**src/rtl/wdt_sleep_halt.sv**
```systemverilog
module wdt_sleep_halt #(
  parameter int CNT_W = 12
) (
  input  logic             clk,
  input  logic             rst_n,
  input  logic             cfg_we,
  input  logic [31:0]      cfg_wdata,
  input  logic             kick,
  input  logic             pm_sleep,
  input  logic             pm_deep1,
  input  logic             pm_deep2,
  output logic [31:0]      ctl_rdata,
  output logic [CNT_W-1:0] count,
  output logic             uf_flag,
  output logic             wake_req,
  output logic             rst_req
);
  localparam int EN_B    = 16;
  localparam int SEL_B   = 14;
  localparam int RSTEN_B = 13;
  localparam logic [31:0] WMASK = 32'h0001_E000 | ((32'd1 << CNT_W) - 32'd1);
  localparam logic [CNT_W-1:0] CNT_DEF = '1;
  localparam logic [31:0] CTL_RST = {{(32-CNT_W){1'b0}}, CNT_DEF};

  logic [31:0]      ctl_q;
  logic [CNT_W-1:0] cnt_q;
  logic [1:0]       sel;
  logic             en, rsten, wr_en, halt, run, uf_ev;
  logic [CNT_W-1:0] rld;

  assign en    = ctl_q[EN_B];
  assign sel   = ctl_q[SEL_B +: 2];
  assign rsten = ctl_q[RSTEN_B];
  assign rld   = ctl_q[CNT_W-1:0];
  assign wr_en = cfg_wdata[EN_B];

  assign halt  = pm_deep2 | (pm_deep1 & (sel != 2'b00)) | (pm_sleep & sel[1]);
  assign run   = en & ~(cfg_we & ~wr_en) & ~kick & ~halt;
  assign uf_ev = run & (cnt_q == '0);

  always_ff @(posedge clk or negedge rst_n) begin
    if (!rst_n) ctl_q <= CTL_RST;
    else if (cfg_we) ctl_q <= cfg_wdata & WMASK;
  end

  always_ff @(posedge clk or negedge rst_n) begin
    if (!rst_n)                 cnt_q <= CNT_DEF;
    else if (cfg_we && !wr_en)  cnt_q <= CNT_DEF;
    else if (!en)               cnt_q <= cfg_we ? cfg_wdata[CNT_W-1:0] : CNT_DEF;
    else if (kick)              cnt_q <= rld;
    else if (uf_ev)             cnt_q <= rld;
    else if (run)               cnt_q <= cnt_q - 1'b1;
  end

  always_ff @(posedge clk or negedge rst_n) begin
    if (!rst_n) begin
      uf_flag  <= 1'b0;
      wake_req <= 1'b0;
      rst_req  <= 1'b0;
    end else begin
      if (uf_ev)       uf_flag <= 1'b1;
      else if (cfg_we) uf_flag <= 1'b0;
      wake_req <= uf_ev & (pm_sleep | pm_deep1);
      rst_req  <= uf_ev & rsten;
    end
  end

  assign ctl_rdata = ctl_q;
  assign count     = cnt_q;
endmodule

```
**config.mk**
```make
export PLATFORM = sky130hd
export DESIGN_NAME = wdt_sleep_halt
export DESIGN_NICKNAME = d
export VERILOG_FILES = /design/src/rtl/wdt_sleep_halt.sv
export SDC_FILE = /design/constraint.sdc
export NUM_CORES = 1
export LEC_CHECK = 0
export CAP_MARGIN = 20
export CORE_AREA = 2 2 71 73
export DETAILED_ROUTE_END_ITERATION = 10
export DIE_AREA = 0 0 73 75
export HOLD_SLACK_MARGIN = 0.03
export PLACE_DENSITY = 0.79
export SYNTH_ARGS = -nofsm -noshare
export SYNTH_HDL_FRONTEND = slang
export SYNTH_SLANG_ARGS = --single-unit
```
**constraint.sdc**
```tcl
create_clock -name clk -period 2.8 [get_ports clk]
set_input_delay 0.56 -clock clk [delete_from_list [all_inputs] [get_ports clk]]
set_output_delay 0.56 -clock clk [all_outputs]
set_load 0.02 [all_outputs]
```
### Word level (Yosys, flattened, before mapping)

Cells that the tools add are included.
Widths: inputs -> output; s select.

* flip-flop bits (word level): 31
* input port bits: 39
* output and inout port bits: 47
* word-level logic and storage cells: 36

* $add $sub $neg: 1
* equality and inequality tests: 1
* multiplexer cells: 8
* bitwise operators: 16
* reductions and logical operators: 5

Operators with widths (number)
* $mux 12: 6
* $logic_not 12->1: 1
* $sub 12x1->12 const B: 1
* $and 1x1->1: 9
* $ne 5x2->1 const B: 1
* $not 1->1: 4
* $reduce_bool 2->1: 2
* $or 1x1->1: 3
* $mux 1: 2
* $logic_and 1x1->1: 1
* $logic_not 1->1: 1

### Longest topological paths before layout

Gate-level depths: netlist (run 1).

* word-level depth: 11
* depth in mapped cells: 8
* mapped depth without buffers: 7

### Least setup slack after synthesis (run 1)

Ideal clock, no wire load.

* path type: flip-flop to flip-flop
* start: reg cnt_q[4] (netlist: count[4])
* end: reg cnt_q[3] (netlist: count[3])
* setup time: 0.083 ns
* arrival: 2.246 ns
* required time: 2.717 ns
* setup slack: 0.471 ns
* stages on the path, launching flop included: 8
* path buffers: 2
* period minus slack after synthesis: 2.329 ns
* path through: dfstp_2 > buf_6 > or4_4 > or4_1 > or4_1 > clkbuf_2 > a221oi_2 > a21oi_1

* cells in the longest elaborated chain, start to end: 6
* elaborated cells between the ends (all ways): 7
* those cells by class: eq/ne (1); mux (4); bitwise (1); reduce/logical (1)

Ends and longest elaborated chain
* from (decl): RTL line 26 `logic [CNT_W-1:0] cnt_q;`
* from (signal assigned): RTL line 49 `else if (!en) cnt_q <= cfg_we ? cfg_wdata[CNT_W-1:0] : CNT_DEF;`
* from (signal assigned): RTL line 50 `else if (kick) cnt_q <= rld;`
* from (signal assigned): RTL line 51 `else if (uf_ev) cnt_q <= rld;`
* $logic_not 12->1 (*): RTL line 39 `assign uf_ev = run & (cnt_q == '0);`
* $and 1x1->1 (*): RTL line 39
* $mux 12: RTL line 51
* $mux 12: RTL line 50
* $mux 12: RTL line 49
* $mux 12: RTL line 48 `else if (cfg_we && !wr_en) cnt_q <= CNT_DEF;`

Every way passes the cells marked *; elsewhere a longest branch is shown, timed or not.
A chain may end at the register's enable or synchronous reset.

### Worst setup path after layout (run 1)

* start: in pm_sleep
* end: reg cnt_q[3] (netlist: count[3])

* cells in the longest elaborated chain, start to end: 9
* elaborated cells between the ends (all ways): 10
* those cells by class: eq/ne (1); mux (4); bitwise (5)

Ends and longest elaborated chain
* from (decl): RTL line 9 `input logic pm_sleep,`
* $and 1x1->1 (*): RTL line 37 `assign halt = pm_deep2 | (pm_deep1 & (sel != 2'b00)) | (pm_sleep & sel[1]);`
* $or 1x1->1 (*): RTL line 37
* $not 1->1 (*): RTL line 38 `assign run = en & ~(cfg_we & ~wr_en) & ~kick & ~halt;`
* $and 1x1->1 (*): RTL line 38
* $and 1x1->1: RTL line 39
* $mux 12: RTL line 51
* $mux 12: RTL line 50
* $mux 12: RTL line 49
* $mux 12: RTL line 48

Marks and branches as above.

==> summary.txt, run 1 <==
Timing
  • RSZ-0062 raised after global routing: no
  • Final Hold Fails: 0
  • Slew headroom: 0.6026
  • Slew @ Worst Pin: 0.5948 ns
  • Tcrit/Tclk final: 0.8396
  • Max-slew violations: 0
  • Final setup margin: 0.4490 ns
  • Max Fclk: 425.4 MHz
  • Period minus WS final: 2.351 ns
  • Final Skew: 0.005131 ns
  • Final setup TNS: 0 ns
  • Final setup vio count: 0

Logic synthesis
  • Post-synthesis register bit count: 31
  • Synth warnings: 0
  • Distinct cells, synth: 45
  • EDFF count, synth: 0
  • Area leader, netlist: dfstp_2
  • Top cell type's share of synthesized area: 0.3338
  • Cell Area, Synth: 1889 sq um
  • Synth Area per Inst: 9.639 sq um
  • Prevailing post-synth register cell: dfstp_2
  • Seq/Total Area, Yosys: 0.4265
  • Synth top area cells: dfstp_2 (33%), mux2_2 (9.5%), dfrtp_1 (9.3%)
  • Asr flop ratio synth: 1.000
  • Post-synthesis cell count: 196

Job
  • MaxCap Viol Count: 0

GRT
  • GRT Total Usage: 0.1840
  • Initial antenna violation count: 0
  • First-pass GRT wire length: 7686 um
  • Vias in the first global route: 1626
  • Grt ovf: 0
  • Largest net degree at the start of global routing: 32

Clocking
  • Post-CTS resize count: 0
  • H-tree depth: 2
  • CTS root buf: clkbuf_8
  • Clock Tree Buf Depth: 2
  • Postcts setup bufs: 0
  • Worst-skew pair later-pin latency: 0.29 ns
  • Clk slew on worst S/H paths: 0.06 ns
  • Cts bufs inserted: 5
  • CTS tree: built
  • TritonCTS sink count: 31
  • Post-CTS Hold Buffers: 0

Detailed routing
  • DR vias/cell: 5.330
  • Routed via count: 1631
  • 1st-iter DRT viols: 47
  • ANT nets after route: 0
  • Post-Route WL: 4715 um
  • Pre-Repair DR Iteration Count: 4
  • Wirelength per Cell: 15.41 um
  • Drt drc: 0

Floorplan
  • Die W: 73 um
  • FP Rows: 25
  • Initial Util: 0.4054
  • Die Height: 75 um
  • Core footprint: 4661 sq um
  • Io pins: 86
  • Die Area: 5475 sq um

Status
  • Status: finished, final reports clean

Setup path
  • Nature of the critical path startpoint: input port
  • Crit Path Category: in2reg
  • FF-to-FF Start: count[4]
  • Worst R2R Setup Slack: 0.46 ns
  • Required time of the critical path: 3.01 ns
  • CP arrival: 2.56 ns
  • CP Max Fanout: 5
  • FF-to-FF path depth: 5
  • Crit. End Element: register
  • R2r endpoint: count[3]

Place
  • Worst slack, placed: 0.1608 ns
  • IO Port Bufs: 53
  • Gpl congestion: 0.9078
  • DP Cell Count: 298
  • Final HPWL DP: 3462 um

Final layout
  • Share of cells above drive strength 1: 0.2262
  • Fin util: 0.5409
  • Area growth, synth to finish: 33.44%
  • ANT cells: 0
  • Final #Nets: 292
  • Non-Filler Instances: 306

Power and ir drop
  • Total power: 0.001403 W
  • Peak VDD IR: 0.3304 mV
  • Power per cell area: 556.5 nW/um^2
  • Lkg Pwr: 0.9818 nW

Hold path
  • Hold Path Class: reg2reg
  • Min-delay src: ctl_rdata[3]
  • Hold EP: count[3]
  • Hold Crit Depth: 2
-- routing by layer --
layer,up-vias,wire [um],GRT usage
met5,-,0,0
met2,58,2353,0.3113
met4,0,65,0.07202
li1,779,-,-
met1,789,2032,0.2258
met3,5,263,0.04685
-- cells by family (layout without fill, tap and decap cells) --
| logic type | count (synthesis) | after routing | synth area share |
|---|---|---|---|
| DFF | 31 | 31 | 0.4265 |
| xor gates and xnor gates | 7 | 7 | 0.03245 |
| AOI/OAI and AO/OA | 43 | 43 | 0.1516 |
| muxes | 18 | 18 | 0.1060 |
| adders and majority gates | 2 | 2 | 0.01324 |
| buffers and inverters | 32 | 73 | 0.1007 |
| other | 1 | 16 | 0.001985 |
| and+or+nand+nor | 62 | 62 | 0.1676 |
-- flip-flops by register name, indices dropped and copies added, names as in the netlist --
register and flops:
ctl_rdata 16, count 12, rst_req 1, uf_flag 1
wake_req 1
-- cell type report --
cell class              instances  area, sq um
repair buffers                 59        575.6
flip-flops and latches         31        805.8
multi-input cells             148        949.7
well taps                      54        67.56
fillers                       429         2140
clock buffers                   8        100.1
inverters                       6        22.52
-- stage by stage --
step,cell area (sq um),hold slack (ns)
floorplan,1946,0.2644
global placement,2421,0.4659
detailed placement,2421,0.4792
CTS,2521,0.4887
global route,2521,0.5142
finish,2521,0.4843
-- worst max-delay path, cell delays in order --
cell and delay [ns]:
clkdlybuf4s50_1 0.45, a211oi_1 0.35, nor2_1 0.17, or4_1 0.67, a221oi_2 0.26, a21oi_1 0.09
-- report_power, final --
| group | switching, W | leakage [nW] | internal (W) | total [W] |
|---|---|---|---|---|
| clock network | 0.000168 | 0.0515 | 0.000224 | 0.000392 |
| logic | 0.000206 | 0.589 | 0.000194 | 0.000400 |
| registers | 0.0000759 | 0.341 | 0.000534 | 0.000610 |
| total | 0.000450 | 0.982 | 0.000953 | 0.00140 |
-- worst max path at each step --
| stage | to | slack, ns | from |
|---|---|---|---|
| floorplan | count[3] | 0.47 | count[4] |
| global placement | count[3] | 0.20 | pm_sleep |
| detailed placement | count[3] | 0.16 | pm_sleep |
| CTS | count[3] | 0.46 | pm_sleep |
| global route | count[3] | 0.30 | pm_sleep |
| finish | count[3] | 0.45 | pm_sleep |
-- cells in the final DEF, fill, tap and decap left out, types with 2 or more instances in the layout --
cell	instances
or4_1	3
o21a_1	2
a31oi_1	2
nor4_1	3
o31ai_1	2
dfstp_2	24
clkdlybuf4s50_1	53
o211ai_1	2
inv_1	6
mux2_2	16
ha_1	2
buf_4	6
clkbuf_8	7
conb_1	16
a221oi_1	4
nand2_1	11
nor2b_1	3
xor2_1	4
dfrtp_1	7
nand2b_1	3
nor3_1	7
and2_1	4
nand3_1	4
nor2_1	17
a21oi_1	15
o21ai_0	5
a211oi_1	2
nand4_1	3
mux2i_1	2
xnor2_1	3
-- synthesized netlist by cell type, drive strengths merged (2+ instances only) --
cell type / number
dfstp: 24
buf: 18
nor2: 17
mux2: 16
a21oi: 15
nand2: 11
clkbuf: 8
dfrtp: 7
nor3: 7
inv: 6
o21ai: 6
a221oi: 5
and2: 4
nand3: 4
or4: 4
xor2: 4
nand2b: 3
nand4: 3
nor2b: 3
nor4: 3
xnor2: 3
a211oi: 2
a31oi: 2
ha: 2
mux2i: 2
o211ai: 2
o21a: 2
o31ai: 2
(Power assumes the default switching activity.)
==> run 2, diff against run 1 <==
--- a/config.mk
+++ b/config.mk
@@ -6,11 +6,11 @@
 export NUM_CORES = 1
 export LEC_CHECK = 0
 export CAP_MARGIN = 20
-export CORE_AREA = 2 2 71 73
+export CORE_AREA = 2 2 74 76
 export DETAILED_ROUTE_END_ITERATION = 10
-export DIE_AREA = 0 0 73 75
+export DIE_AREA = 0 0 76 78
 export HOLD_SLACK_MARGIN = 0.03
-export PLACE_DENSITY = 0.79
+export PLACE_DENSITY = 0.77
 export SYNTH_ARGS = -nofsm -noshare
 export SYNTH_HDL_FRONTEND = slang
 export SYNTH_SLANG_ARGS = --single-unit
==> constraint.sdc (replaced) <==
create_clock -name clk -period 2 [get_ports clk]
set_input_delay 0.4 -clock clk [delete_from_list [all_inputs] [get_ports clk]]
set_output_delay 0.4 -clock clk [all_outputs]
set_load 0.02 [all_outputs]
==> summary.txt, run 2 (same netlist as run 1, synthesis figures left out) <==
Place
  • Placed cell area: 2681 sq um (+11%)
  • Worst slack, placed: -0.4171 ns (-0.5779 ns)
  • Final HPWL DP: 3873 um (+12%)
  • Gpl congestion: 0.9086 (about the same)
  • IO Port Bufs: 53 (unchanged)

Final layout
  • Filler cell count: 460 (+7.2%)
  • Area growth, synth to finish: 49.80%
  • Fin util: 0.5613 (+0.02035)
  • Max reg flops: 16 (unchanged)
  • ANT cells: 0 (unchanged)
  • Share of cells above drive strength 1: 0.3298 (+0.1036)
  • Commonest non-fill, non-tap cell in the layout: clkdlybuf4s50_1
  • Commonest cells after routing, fill and taps aside: clkdlybuf4s50_1 (51), buf_4 (38), dfstp_2 (24)
  • Final #Nets: 325 (+11%)
  • Design Area, Final: 2830 sq um (+12%)

Detailed routing
  • ANT nets after route: 0 (unchanged)
  • Uppermost layer routed: met4
  • Metal-1 WL: 2235 um (+10%)
  • Post-Route WL: 5203 um (+10%)
  • Met2 wire length: 2597 um (+10%)
  • Drt drc: 0 (unchanged)
  • Routed via count: 1761 (+8.0%)
  • 1st-iter DRT viols: 45 (-4.3%)
  • DR vias/cell: 4.961 (-6.9%)
  • Metal3 WL: 313 um (+19%)
  • Wirelength per Cell: 14.66 um (-4.9%)
  • Pre-Repair DR Iteration Count: 4 (unchanged)

Job
  • MaxCap Viol Count: 0 (unchanged)

Hold path
  • Hold Path Class: reg2reg

Setup path
  • Required time of the critical path: 2.21 ns (-0.80 ns)
  • Beginning of the critical path: count[5]
  • FF-to-FF Start: count[5]
  • CP max stage cell: or4_4
  • Worst R2R Setup Slack: -0.21 ns (-0.67 ns)
  • Crit. End Element: register
  • Critical Path End: count[3]
  • CP max stage delay: 0.52 ns (-0.15 ns)
  • Nature of the critical path startpoint: register
  • Cell breakdown of the critical path: or4_4, or4_1, or4_4, a221oi_2, a21oi_1
  • R2r endpoint: count[3]
  • CP arrival: 2.43 ns (-0.13 ns)
  • CP Max Fanout: 5 (unchanged)
  • Most used cell, CP: or4_4
  • FF-to-FF path depth: 5 (unchanged)
  • Crit Path Category: reg2reg

Timing
  • Period minus WS final: 2.214 ns
  • Max Fclk: 451.7 MHz
  • Final Skew: 0.006793 ns (+0.001661 ns)
  • Final Hold Fails: 0 (unchanged)
  • Max-slew violations: 0 (unchanged)
  • Hold slack final: 0.4865 ns (+0.002175 ns)
  • RSZ-0062 raised after global routing: yes
  • Tcrit/Tclk final: 1.107
  • Final setup vio count: 4 (+4)
  • Final setup margin: -0.2137 ns (-0.6627 ns)

Floorplan
  • Core footprint: 5042 sq um (+8.2%)
  • Initial Util: 0.3747 (-0.03068)
  • Die W: 76 um (+4.1%)
  • Die Height: 78 um (+4.0%)
  • FP Rows: 26 (+4.0%)
  • Io pins: 86 (unchanged)
  • Die Area: 5928 sq um (+8.3%)

Clocking
  • Clock Tree Buf Depth: 2 (unchanged)
  • CTS tree: built
  • Clk slew on worst S/H paths: 0.07 ns (about the same)
  • Post-CTS Hold Buffers: 0 (unchanged)
  • TritonCTS sink count: 31 (unchanged)
  • H-tree depth: 2 (unchanged)
  • CTS root buf: clkbuf_8
  • Cts bufs inserted: 5 (unchanged)
  • Worst-skew pair later-pin latency: 0.28 ns (about the same)

Status
  • Status: finished, violations left
  • Failing checks: negative setup slack

GRT
  • Vias in the first global route: 1876 (+15%)
  • Initial antenna violation count: 0 (unchanged)
  • Largest net degree at the start of global routing: 32 (unchanged)
  • Grt ovf: 0 (unchanged)
  • GRT Total Usage: 0.1818 (-0.002168)
  • First-pass GRT wire length: 8721 um (+13%)

Power and ir drop
  • Power per cell area: 729.7 nW/um^2 (+31%)
  • Peak VDD IR: 0.4963 mV (+50%)
  • Lkg Pwr: 1.151 nW (+17%)
-- run 2: changes by cell type in the layout (fill, tap and decap cells not counted), moves of 2 or more --
cell	before	now
buf_4	6	38
or4_4	1	3
clkdlybuf4s50_1	53	51
or4_1	3	1
-- run 2: worst min path at each step --
stage	startpoint	endpoint	slack [ns]	depth (start not counted)
3_3_place_gp	ctl_rdata[3]	count[3]	0.47	2
2_1_floorplan	rst_n	ctl_rdata[13]	0.10	0
4_1_cts	ctl_rdata[3]	count[3]	0.49	2
5_1_grt	ctl_rdata[3]	count[3]	0.53	2
3_5_place_dp	ctl_rdata[3]	count[3]	0.48	2
6_report	ctl_rdata[3]	count[3]	0.49	2
-- run 2: stage by stage --
| step | cells | total power [W] | setup TNS, ns |
|---|---|---|---|
| 4_1_cts | 354 | 0.002068 | -0.5580 |
| 6_report | 355 | 0.002065 | -0.5752 |
| 2_1_floorplan | 211 | 0.001179 | -2.065 |
| 5_1_grt | 355 | 0.002171 | -0.8208 |
| 3_5_place_dp | 346 | 0.001515 | -3.525 |
| 3_3_place_gp | 346 | 0.001503 | -3.027 |
-- run 2: critical path, delay by kind of cell, from the launching register on --
kind             cells  cell delay [ns]
flip-flops           1             0.37
AND/OR/NAND/NOR      3             1.43
AO/OA/AOI/OAI        2             0.34
-- run 2: what timing repair did --
item                                    in CTS  in global routing
setup buffers                                0                  0
cloned                                       0                  1
resized for setup                            3                 11
endpoints found under the setup margin       8                 11
-- run 2: power breakdown --
group	internal (W)	switching [W]
logic	0.000351	0.000360
registers	0.000746	0.0000625
clock network	0.000314	0.000232
-- run 2: final cells by class --
class / count / area (sq um) / share of cell area
Multi-Input combinational cell: 148 / 977.2 / 0.3453
Timing Repair Buffer: 92 / 837.1 / 0.2958
Sequential cell: 31 / 805.8 / 0.2847
Clock buffer: 8 / 100.1 / 0.03537
Tap cell: 70 / 87.58 / 0.03095
Inverter: 6 / 22.52 / 0.007958
-- run 2: per-layer routing --
layer,vias to the layer above,GRT usage
li1,846,-
met1,851,0.2228
met2,57,0.3232
met3,7,0.04070
met4,0,0.04909
met5,-,0
